<file path="src/rtl/tam_pkg.sv">
package tam_pkg;
  localparam int TILE_W_LOG2 = 6;
  localparam int INTRA_W     = 12;
  localparam int GROUP_LEN   = 12;
  localparam int BLK_SHIFT0  = 13;

  function automatic logic [2:0] height_log2(input logic [2:0] sel);
    return (sel > 3'd4) ? 3'd6 : 3'(sel + 3'd2);
  endfunction

  function automatic logic signed [3:0] block_shift(input logic variant, input logic [3:0] pos);
    logic signed [3:0] d;
    d = 4'sd0;
    if (!variant) begin
      case (pos)
        4'd0, 4'd2, 4'd4: d = 4'sd1;
        4'd1, 4'd3, 4'd5: d = -4'sd1;
        4'd6:             d = 4'sd2;
        4'd7:             d = 4'sd3;
        4'd8, 4'd11:      d = -4'sd2;
        4'd9:             d = 4'sd2;
        4'd10:            d = -4'sd3;
        default:          d = 4'sd0;
      endcase
    end else begin
      case (pos)
        4'd0, 4'd8, 4'd10: d = 4'sd1;
        4'd1, 4'd9, 4'd11: d = -4'sd1;
        4'd2, 4'd5:        d = 4'sd2;
        4'd3:              d = 4'sd3;
        4'd4, 4'd7:        d = -4'sd2;
        4'd6:              d = -4'sd3;
        default:           d = 4'sd0;
      endcase
    end
    return d;
  endfunction
endpackage

</file>
<file path="src/rtl/tam_tile_base.sv">
module tam_tile_base #(
  parameter int COL_W   = 10,
  parameter int Y_W     = 16,
  parameter int PITCH_W = 12,
  parameter int OFF_W   = 32
) (
  input  logic [COL_W-1:0]   col_tile,
  input  logic [Y_W-1:0]     y,
  input  logic [PITCH_W-1:0] pitch,
  input  logic [2:0]         h_log2,
  output logic [OFF_W-1:0]   base
);
  localparam int PROD_W = Y_W + PITCH_W + 1;

  logic [Y_W-1:0]    row_tile;
  logic [PROD_W-1:0] tile_idx;

  always_comb begin
    row_tile = y >> h_log2;
    tile_idx = PROD_W'(row_tile) * PROD_W'(pitch) + PROD_W'(col_tile);
    base     = OFF_W'(tile_idx) << (tam_pkg::TILE_W_LOG2 + int'(h_log2));
  end
endmodule

</file>
<file path="src/rtl/tam_intra_map.sv">
module tam_intra_map (
  input  logic [5:0]                     lx,
  input  logic [5:0]                     y_low,
  input  logic [2:0]                     h_log2,
  output logic [tam_pkg::INTRA_W-1:0]    intra
);
  logic [5:0] ly;
  logic [5:0] row_mask;

  always_comb begin
    row_mask = 6'((7'd1 << h_log2) - 7'd1);
    ly       = y_low & row_mask;
    // strip / quad / cell / byte nesting as interleaved coordinate bits
    intra = {ly[5:3], ly[2], lx[5], ly[1], lx[4:3], ly[0], lx[2:0]};
  end
endmodule

</file>
<file path="src/rtl/tam_block_reorder.sv">
module tam_block_reorder #(
  parameter int OFF_W = 32
) (
  input  logic [OFF_W-1:0] off_in,
  input  logic             enable,
  input  logic             variant,
  output logic [OFF_W-1:0] off_out
);
  logic [OFF_W-1:0] cand [2];

  for (genvar g = 0; g < 2; g++) begin : g_var
    localparam int SH = tam_pkg::BLK_SHIFT0 + g;
    localparam int BW = OFF_W - SH;
    logic [BW-1:0]     blk;
    logic [3:0]        pos;
    logic signed [3:0] delta;
    logic [BW-1:0]     new_blk;
    always_comb begin
      blk     = off_in[OFF_W-1:SH];
      pos     = 4'(blk % BW'(tam_pkg::GROUP_LEN));
      delta   = tam_pkg::block_shift(1'(g), pos);
      new_blk = blk + BW'(delta);
    end
    assign cand[g] = {new_blk, off_in[SH-1:0]};
  end

  assign off_out = enable ? cand[variant] : off_in;
endmodule

</file>
<file path="src/rtl/tiled_addr_mapper.sv">
module tiled_addr_mapper #(
  parameter int X_W     = 16,
  parameter int Y_W     = 16,
  parameter int PITCH_W = 12,
  parameter int OFF_W   = 32
) (
  input  logic               clk,
  input  logic               rst,
  input  logic               in_valid,
  input  logic [X_W-1:0]     in_x,
  input  logic [Y_W-1:0]     in_y,
  input  logic [PITCH_W-1:0] in_pitch,
  input  logic [2:0]         in_h_sel,
  input  logic               in_reorder_flag,
  input  logic               in_variant,
  output logic               out_valid,
  output logic [OFF_W-1:0]   out_offset
);
  localparam int COL_W = X_W - tam_pkg::TILE_W_LOG2;

  logic [2:0]                  h_log2;
  logic [OFF_W-1:0]            tile_base;
  logic [tam_pkg::INTRA_W-1:0] intra;
  logic [OFF_W-1:0]            tiled_off;
  logic [OFF_W-1:0]            reord_off;

  logic             s1_valid;
  logic [OFF_W-1:0] s1_offset;
  logic             s1_reorder;
  logic             s1_variant;

  assign h_log2 = tam_pkg::height_log2(in_h_sel);

  tam_tile_base #(.COL_W(COL_W), .Y_W(Y_W), .PITCH_W(PITCH_W), .OFF_W(OFF_W)) u_base (
    .col_tile(in_x[X_W-1:tam_pkg::TILE_W_LOG2]),
    .y(in_y),
    .pitch(in_pitch),
    .h_log2(h_log2),
    .base(tile_base)
  );

  tam_intra_map u_intra (
    .lx(in_x[5:0]),
    .y_low(in_y[5:0]),
    .h_log2(h_log2),
    .intra(intra)
  );

  assign tiled_off = tile_base | OFF_W'(intra);

  always_ff @(posedge clk) begin
    if (rst) begin
      s1_valid   <= 1'b0;
      s1_offset  <= '0;
      s1_reorder <= 1'b0;
      s1_variant <= 1'b0;
    end else begin
      s1_valid <= in_valid;
      if (in_valid) begin
        s1_offset  <= tiled_off;
        s1_reorder <= in_reorder_flag;
        s1_variant <= in_variant;
      end
    end
  end

  tam_block_reorder #(.OFF_W(OFF_W)) u_reorder (
    .off_in(s1_offset),
    .enable(s1_reorder),
    .variant(s1_variant),
    .off_out(reord_off)
  );

  always_ff @(posedge clk) begin
    if (rst) begin
      out_valid  <= 1'b0;
      out_offset <= '0;
    end else begin
      out_valid <= s1_valid;
      if (s1_valid) out_offset <= reord_off;
    end
  end

  assert_latency_R2: assert property (@(posedge clk) disable iff (rst)
    in_valid |=> ##1 out_valid);
  assert_no_phantom_R2: assert property (@(posedge clk) disable iff (rst)
    !in_valid |=> ##1 !out_valid);
  assert_bypass_R11: assert property (@(posedge clk) disable iff (rst)
    (s1_valid && !s1_reorder) |=> out_offset == $past(s1_offset));
  assert_low_bits_R10: assert property (@(posedge clk) disable iff (rst)
    (s1_valid && s1_reorder) |=> out_offset[12:0] == $past(s1_offset[12:0]));
  assert_group_kept_R8: assert property (@(posedge clk) disable iff (rst)
    (s1_valid && s1_reorder && !s1_variant) |=>
      ((out_offset >> 13) / 12) == (($past(s1_offset) >> 13) / 12));
endmodule

</file>
<file path="config.mk">
export PLATFORM = sky130hd
export DESIGN_NAME = tiled_addr_mapper
export DESIGN_NICKNAME = d
export VERILOG_FILES = /design/src/rtl/tam_pkg.sv /design/src/rtl/tam_tile_base.sv /design/src/rtl/tam_intra_map.sv /design/src/rtl/tam_block_reorder.sv /design/src/rtl/tiled_addr_mapper.sv
export SDC_FILE = /design/constraint.sdc
export NUM_CORES = 1
export LEC_CHECK = 0
export CAP_MARGIN = 20
export CELL_PAD_IN_SITES_DETAIL_PLACEMENT = 0
export CELL_PAD_IN_SITES_GLOBAL_PLACEMENT = 1
export CORE_MARGIN = 2
export CORE_UTILIZATION = 50
export CTS_CLUSTER_DIAMETER = 50
export DETAILED_ROUTE_END_ITERATION = 12
export GPL_ROUTABILITY_DRIVEN = 0
export PLACE_DENSITY = 0.95
export SETUP_SLACK_MARGIN = 0.1
export SLEW_MARGIN = 20
export SYNTH_ARGS = -nofsm -noshare
export SYNTH_HDL_FRONTEND = slang
export SYNTH_SLANG_ARGS = --single-unit
</file>
<file path="constraint.sdc">
create_clock -name clk -period 24.3 [get_ports clk]
set_clock_uncertainty 0.15 [all_clocks]
set_input_delay 2.43 -clock clk [delete_from_list [all_inputs] [get_ports clk]]
set_output_delay 2.43 -clock clk [all_outputs]
set_load 0.03 [all_outputs]
</file>
# == Word level (Yosys, flattened, before mapping) ==
# Memory sizes are Yosys's and may differ from the RTL's.
# Cells that the tools add are included.
# totals
regBits,68
latchBits,0
ramBits,0
romBits,128
in_bits,52
output_inout_bits,33
wordCells,30
n_memories,2
# classes
n_addsub,6
n_mul,1
n_div,2
magnitude_cmp,2
n_eq_ne,0
n_shift,3
mux,5
n_bitwise,3
reduce_logical,0
# mem_list
name,depth,width,read_ports,rd_clocked_by_memory_dff,wr,line,rtl
(no name shown),16,4,1,0,0,tam_pkg.sv:26,case (pos)
(no name shown),16,4,1,0,0,tam_pkg.sv:15,case (pos)
# ops
op,count
32-bit two-way mux,4
32-bit by 12-bit bitwise OR with 32-bit output,1
29-bit by 32-bit << shifter with 32-bit output,1
28-bit by 10-bit adder with 29-bit output,1
16-bit by 12-bit multiplier with 28-bit output,1
19-bit adder,1
"19-bit by 4-bit remainder unit with 19-bit output, second input constant",1
18-bit adder,1
"18-bit by 4-bit remainder unit with 18-bit output, second input constant",1
16-bit by 3-bit >> shifter with 16-bit output,1
6-bit bitwise AND,1
"1-bit by 3-bit << shifter with 6-bit output, first input constant",1
"6-bit by 1-bit subtractor with 6-bit output, second input constant",1
"3-bit by 3-bit adder with 4-bit output, first input constant",1
"3-bit by 2-bit adder with 3-bit output, second input constant",1
"3-bit greater-than comparator, second input constant",1
3-bit two-way mux,1
"2-bit greater-or-equal comparator, second input constant",1
1-bit inverter with 2-bit output,1

# == Logic depth before layout (Yosys ltp) ==
# Gate-level depths: netlist of the first run.
# depth
depth_word,7
depth_mapped,36
depth_no_buf,32

# == Cells and area by module ==
# Synthesis of the first run repeated with hierarchy kept, for this count alone.
# hier_totals
cells_unflattened,2015
hier_area_um2,15802.7
# modules_own_cells
module,instances,cells_each,area_each_um2
tam_tile_base,1,1238,9532.9
tam_block_reorder,1,530,3723.6
tiled_addr_mapper,1,234,2449.8
tam_intra_map,1,13,96.3

# == Least setup slack after synthesis of the first run ==
# No wires, ideal clock.
# synth_path
path_type,in2reg
start,in in_h_sel[2]
end,reg s1_offset[25]
setup_time_ps,91
arrival_ps,9702
required_time_ps,24059
setup_slack_ps,14357
stages,30
cell_sequence,clkbuf_1 -> nand2b_1 -> buf_1 -> clkbuf_1 -> mux2i_1 -> mux2_2 -> o21ai_0 -> clkbuf_1 -> nand2_1 -> fa_1 -> inv_1 -> fa_1 -> fa_1 -> inv_1 -> fa_1 -> fa_1 -> inv_1 -> ha_1 -> a21boi_0 -> o21ai_0 -> a21boi_0 -> o21a_1 -> o211a_1 -> o21ai_0 -> nor2b_1 -> xor2_1 -> mux4_2 -> nand2b_1 -> a21o_1 -> a311oi_1
# synth_via
elab_chain_cells,7
elab_cells_between_ends,9
# synth_lines
element,line,rtl
start: declaration,tiled_addr_mapper.sv:13,"input logic [2:0] in_h_sel,"
3-bit by 2-bit adder with 3-bit output / 3-bit greater-than comparator (equally long branches),tam_pkg.sv:8,return (sel > 3'd4) ? 3'd6 : 3'(sel + 3'd2);
3-bit two-way mux *,tam_pkg.sv:8,
16-bit by 3-bit >> shifter with 16-bit output,tam_tile_base.sv:19,row_tile = y >> h_log2;
16-bit by 12-bit multiplier with 28-bit output,tam_tile_base.sv:20,tile_idx = PROD_W'(row_tile) * PROD_W'(pitch) + PROD_W'(col_tile);
28-bit by 10-bit adder with 29-bit output,tam_tile_base.sv:20,
29-bit by 32-bit << shifter with 32-bit output *,tam_tile_base.sv:21,base = OFF_W'(tile_idx) << (tam_pkg::TILE_W_LOG2 + int'(h_log2));
32-bit by 12-bit bitwise OR with 32-bit output *,tiled_addr_mapper.sv:49,assign tiled_off = tile_base | OFF_W'(intra);
end signal: assignment,tiled_addr_mapper.sv:60,s1_offset <= tiled_off;
end: declaration,tiled_addr_mapper.sv:28,logic [OFF_W-1:0] s1_offset;
# Mark *: on every way between the ends. The rest lies on a longest branch, timed or not.
# A chain may end at the register's enable or synchronous reset.

# == Worst setup path after layout of the first run ==
# layout_path
start,in in_h_sel[0]
end,reg s1_offset[18]
# The elaborated chain is that of the path after synthesis.

==> impl_summary.txt, run 1 <==
----------------------------------------------------
[Timing]
  Crit path time final ... 11260 ps
  Worst-margin pin slew ... 986 ps
  Post-route setup slack ... 13040 ps
  Peak clock frequency supported by timing ... 88.8 MHz
  Hold Fails Final Rpt ... 0
  Final sum of negative setup slack ... 0 ps
  Share of the cycle needed by the critical path after routing ... 0.463
  Unrepaired setup endpoints after global routing ... false
  Final setup violation count ... 0
  Post-route worst hold slack ... 308 ps
  Max-slew violation count ... 0
  Relative slew slack ... 0.341

[Synthesis]
  Count of state elements after synthesis ... 68
  Number of distinct library cells after synthesis ... 94
  Netlist area before placement ... 13900 um^2
  FFs w/ async S/R, synth ... 0
  Top_reg_cell synth ... dfxtp_1
  YS warnings ... 0
  Share of synthesized cell area in full adder, half adder and majority cells ... 0.326
  Synthesized-area fraction occupied by ao, oa, aoi and oai cells ... 0.198
  Xor and xnor area share after synthesis ... 0.0359
  Count of flip-flops with a built-in enable after synthesis ... 0
  Dominant combinational cell family by area after synthesis ... adder cells
  Synthesized instance count ... 1736
  Simple-gate area share of the yosys netlist ... 0.188
  Average cell area after synthesis ... 8.01 um^2
  Mux share of post-synthesis cell area ... 0.0647
  Sequential share of the synthesized area ... 0.0979

[Clock network]
  Hold buffers post-CTS ... 0
  Sinks on Clock Net ... 68
  CTS tree ... done
  H-tree level count ... 3
  Clk Tree Root Cell ... clkbuf_16
  Clock latency on the worst-skew pair ... 340 ps
  TritonCTS Buffers ... 9
  Post-CTS resize count ... 0
  Buffers inserted by post-CTS timing repair ... 0
  Clock-pin transition on the worst setup and hold timing paths ... 60 ps
  Clock Tree Buf Depth ... 2

[Route]
  Vias per inst ... 5.74
  Detailed-route via count ... 12425
  DRT antenna net count ... 0
  DRC ... 0
  Length of the first detailed-routing pass in iterations ... 5
  Routed length per placed instance ... 16.5 um
  Number of violations reported at the end of detailed-routing iteration 0 ... 988
  Final Routed Wirelength ... 35600 um

[Finish]
  Register cell area after layout ... 1360 um^2
  Final net count ... 2103
  Commonest cells after routing, fill and taps aside ... nand2_1, inv_1, fa_1
  Antenna Diode Count ... 0
  Multi-input logic area ... 11400 um^2
  Number of fillers in the final layout ... 2561
  Number of standard cells in the final layout excluding fillers ... 2163
  Signed area change from the synthesized netlist to the final layout ... 10.6%
  Layout cell share with drive strength beyond 1 ... 0.0504
  Leading cell type in the layout, fill and taps excluded ... nand2_1

[Global routing]
  Total grt overflow ... 0
  Number of antenna violations at the first check in global routing ... 0
  Total global-route track usage ... 0.254
  Global-route wire length before repair ... 61100 um
  Via count of the first global-routing pass ... 12372
  Largest net degree at the start of global routing ... 66

[Worst setup path]
  Critical path endpoint category ... flop
  Startpoint-to-endpoint class of the critical path ... in -> reg
  Highest net fanout along the worst path ... 41
  Cell type with the highest occurrence count on the critical path ... a21oi_1
  WP data required ... 24340 ps
  Signal arrival time at the worst endpoint ... 11300 ps
  Nature of the critical path startpoint ... input port
  Largest stage delay on the critical path ... 930 ps
  Worst-path cell with the longest stage delay ... nor2b_4

[Placed design]
  IO buf count ... 84
  HPWL after detailed placement ... 28300 um
  Post-Place Worst Slack ... 12860 ps
  Placed cell count ... 2147

[Floorplan]
  Number of cell rows ... 61
  Starting density of the core ... 0.505
  Core Footprint ... 27600 um^2
  Die Footprint ... 29200 um^2
  Count of boundary I/O pins ... 85
  Vertical die dimension ... 171 um
  Die span in x ... 171 um

[Min path]
  Classification of the worst-slack hold path ... reg -> reg

[Status]
  Outcome ... completed

[Job]
  Max-cap violations ... 0

----------------------------------------------------
==> worst max-delay path, delay by kind of cell <==
family / cells / cell delay, ps
AO/OA/AOI/OAI: 14 / 3000
XOR/XNOR: 1 / 430
adder cells (fa/ha/maj): 6 / 2410
buffers and inverters: 4 / 1050
multiplexers: 2 / 720
AND/OR/NAND/NOR: 3 / 1240
==> layer usage <==
| metal | vias up | track usage | part of all wire |
|---|---|---|---|
| met5 | - | 0 | 0 |
| met4 | 0 | 0.0769 | 0.022 |
| met3 | 73 | 0.0356 | 0.063 |
| met2 | 425 | 0.407 | 0.46 |
| met1 | 5947 | 0.357 | 0.46 |
| li1 | 5980 | - | - |
==> sequential cells by signal, indices dropped and copies added (netlist names) <==
name,flops
out_offset,32
out_valid,1
s1_offset,32
s1_reorder,1
s1_valid,1
s1_variant,1
==> through the flow <==
stage,instance area (um^2),util
floorplan,14000,-
global placement,15100,0.547
detailed placement,15100,0.547
CTS,15400,0.558
global route,15400,0.558
finish,15400,0.558
==> logic make-up after synthesis <==
kind of cell	after synthesis
other	2
AO/OA/AOI/OAI	392
multiplexers	77
XOR/XNOR	57
adder cells (fa/ha/maj)	271
buffers and inverters	318
AND/OR/NAND/NOR	551
flip-flops	68
==> worst paths after layout <==
check	from	endpoint	slack (ps)	depth (start not counted)
max	in_h_sel[0]	s1_offset[18]	13040	30
max reg2reg	s1_offset[30]	out_offset[31]	16320	27
min	out_offset[19]	out_offset[19]	310	2
min reg2reg	out_offset[19]	out_offset[19]	310	2
==> cells in the mapped netlist (25+ instances only) <==
library cell	instances	share of area
xnor2_1	36	0.023
and2_1	56	0.025
mux2i_1	58	0.042
ha_1	119	0.11
inv_1	216	0.058
dfxtp_1	68	0.098
fa_1	152	0.22
a211oi_1	29	0.016
nand2_1	240	0.065
nor3_1	29	0.010
a21o_1	25	0.014
clkbuf_1	73	0.020
nor2_1	111	0.030
o21ai_0	61	0.022
o211ai_1	30	0.016
a21oi_1	91	0.033
==> layout make-up <==
| type | instances | share of cell area |
|---|---|---|
| clock buffers | 9 | 0.0147 |
| clock inverters | 7 | 0.00529 |
| inverters | 221 | 0.0540 |
| multi-input cells | 1375 | 0.742 |
| flip-flops and latches | 68 | 0.0886 |
| well taps | 378 | 0.0308 |
| repair buffers | 105 | 0.0643 |
Power of run 1 is not shown: default switching activity piles up to over one toggle a cycle in this logic, so the estimate is an artifact.
==> run 2: changes to the inputs <==
- CORE_UTILIZATION: 50 -> 43
- PLACE_DENSITY: 0.95 -> 0.9
- clock period: 24.3 -> 10.25 ns (I/O delays scaled with it)
==> run 2 against run 1 <==
First-iteration DRC count down 22%. Die area is 16% higher. Sequential share of layout area barely moved. Via count up 0.25%. Critical path depth is 2 lower. Count of clock-buffer cells in the layout unchanged. Worst hold slack better by 3.7 ps. Register-to-register slack got worse by 14000 ps. Non-clock buffer count grew 3.
==> impl_summary.txt, run 2 (synthesized netlist as in run 1, its figures left out) <==
----------------------------------------------------
[Clock network]
  TritonCTS Buffers ... 9 (unchanged)
  Clock latency on the worst-skew pair ... 340 ps (about the same)
  H-tree level count ... 3 (unchanged)
  Clock-pin transition on the worst setup and hold timing paths ... 60 ps (about the same)
  CTS tree ... done
  Hold buffers post-CTS ... 0 (unchanged)
  Post-CTS resize count ... 0 (unchanged)
  Clock Tree Buf Depth ... 2 (unchanged)
  Sinks on Clock Net ... 68 (unchanged)
  Clk Tree Root Cell ... clkbuf_16
  Buffers inserted by post-CTS timing repair ... 0 (unchanged)

[Route]
  Met3 WL post-DR ... 1680 um (-25%)
  Final Routed Wirelength ... 35900 um (+0.68%)
  Uppermost metal layer occupied by signal nets ... met4
  Vias per inst ... 5.69 (-0.99%)
  DRT antenna net count ... 0 (unchanged)
  Routed length per placed instance ... 16.4 um (-0.56%)
  Detailed-route via count ... 12456 (+0.25%)
  Length of the first detailed-routing pass in iterations ... 7 (+2)
  DRC ... 0 (unchanged)
  Routed metal-1 wirelength ... 16900 um (+3.4%)
  Number of violations reported at the end of detailed-routing iteration 0 ... 768 (-22%)
  Detailed-routed wire length on met2 ... 16500 um (+1.8%)

[Finish]
  Number of standard cells in the final layout excluding fillers ... 2190 (+1.2%)
  Leading cell type in the layout, fill and taps excluded ... nand2_1
  Signed area change from the synthesized netlist to the final layout ... 10.9%
  Layout cell share with drive strength beyond 1 ... 0.0515 (+0.00103)
  Number of fillers in the final layout ... 3068 (+20%)
  Top flop regs ... out_offset (32), s1_offset (32)
  Antenna Diode Count ... 0 (unchanged)
  Commonest cells after routing, fill and taps aside ... nand2_1, inv_1, fa_1
  Final net count ... 2106 (+0.14%)

[Worst setup path]
  Buffer and inverter count on the worst path ... 5 (+1)
  Highest net fanout along the worst path ... 15 (-63%)
  Largest stage delay on the critical path ... 850 ps (-80 ps)
  Cell family with most CP delay ... adder cells
  Startpoint-to-endpoint class of the critical path ... in -> reg
  Signal arrival time at the worst endpoint ... 8930 ps (-2370 ps)
  Worst-path cell with the longest stage delay ... clkdlybuf4s50_1
  WP data required ... 10290 ps (-14050 ps)
  Critical path endpoint category ... flop
  Nature of the critical path startpoint ... input port
  Cell type with the highest occurrence count on the critical path ... fa_1

[Floorplan]
  Die Footprint ... 33800 um^2 (+16%)
  Count of boundary I/O pins ... 85 (unchanged)
  Core Footprint ... 31700 um^2 (+15%)
  Vertical die dimension ... 184 um (+7.6%)
  Starting density of the core ... 0.438 (-0.0663)
  Number of cell rows ... 65 (+6.6%)
  Die span in x ... 184 um (+7.6%)

[Placed design]
  HPWL after detailed placement ... 28700 um (+1.4%)
  IO buf count ... 84 (unchanged)
  Placed cell count ... 2174 (+1.3%)

[Global routing]
  Total global-route track usage ... 0.218 (-0.0360)
  Global-route wire length before repair ... 61000 um (-0.32%)
  Largest net degree at the start of global routing ... 66 (unchanged)
  Total grt overflow ... 0 (unchanged)
  Via count of the first global-routing pass ... 12326 (-0.37%)
  Number of antenna violations at the first check in global routing ... 0 (unchanged)

[Timing]
  Max-slew violation count ... 0 (unchanged)
  Peak clock frequency supported by timing ... 113 MHz
  Share of the cycle needed by the critical path after routing ... 0.867
  Relative slew slack ... 0.361 (+0.0198)
  Crit path time final ... 8890 ps
  Final setup violation count ... 0 (unchanged)
  Unrepaired setup endpoints after global routing ... false
  Final sum of negative setup slack ... 0 ps (unchanged)
  Hold Fails Final Rpt ... 0 (unchanged)
  Worst-margin pin slew ... 950 ps (-36.4 ps)

[Job]
  Max-cap violations ... 0 (unchanged)

[Min path]
  Classification of the worst-slack hold path ... reg -> reg

[Status]
  Outcome ... completed

----------------------------------------------------
-- run 2: changes by cell type in the layout (fill, tap and decap cells not counted) --
cell,delta
o21ai_0,+5
clkinv_4,+1
o21ai_1,-5
buf_4,+3
inv_6,-1
a211oi_1,+1
a211oi_2,-1
-- run 2: worst register-to-register path, delay by kind of cell, from the launching register on --
kind            cells  cell delay [ps]
fa+ha+maj           2              620
mux                 2              420
simple gates        8             2640
xor+xnor            1              130
flops               1              680
compound gates     16             3250
-- run 2: stage by stage --
step / util / hold slack, ps / cell area, um^2 / setup WS, ps
finish: 0.486 / 312 / 15400 / 1360
global route: 0.486 / 343 / 15400 / 693
CTS: 0.486 / 315 / 15400 / 1400
detailed placement: 0.476 / 306 / 15100 / 1050
global placement: 0.476 / 299 / 15100 / 1240
floorplan: - / 310 / 14000 / 1710
-- run 2: cell type report --
class / count / area, um^2 / share of cell area
tap: 402 / 503 / 0.0326
inverter: 221 / 830 / 0.0538
clock buffer: 9 / 225 / 0.0146
timing repair buffer: 108 / 1010 / 0.0656
multi-input combinational: 1375 / 11400 / 0.740
clock inverter: 7 / 81.3 / 0.00528
sequential: 68 / 1360 / 0.0883
-- run 2: layer usage --
layer	track usage	vias up
met5	0	-
met4	0.0592	0
met3	0.0194	55
met2	0.364	361
met1	0.303	6049
li1	-	5991
-- run 2: final timing paths --
kind	slack (ps)	start	cells after the start	end
min	310	out_offset[20]	2	out_offset[20]
min reg2reg	310	out_offset[20]	2	out_offset[20]
max	1360	in_h_sel[0]	28	s1_offset[18]
max reg2reg	2240	s1_offset[27]	29	out_offset[25]
Power of run 2 is left out for the same reason.
==> run 3: changes to the inputs <==
- SLEW_MARGIN: 20 -> default
==> results of run 3 <==
Final layout, timing and power as in run 2 (identical DEF).
Power of run 3 is left out for the same reason.
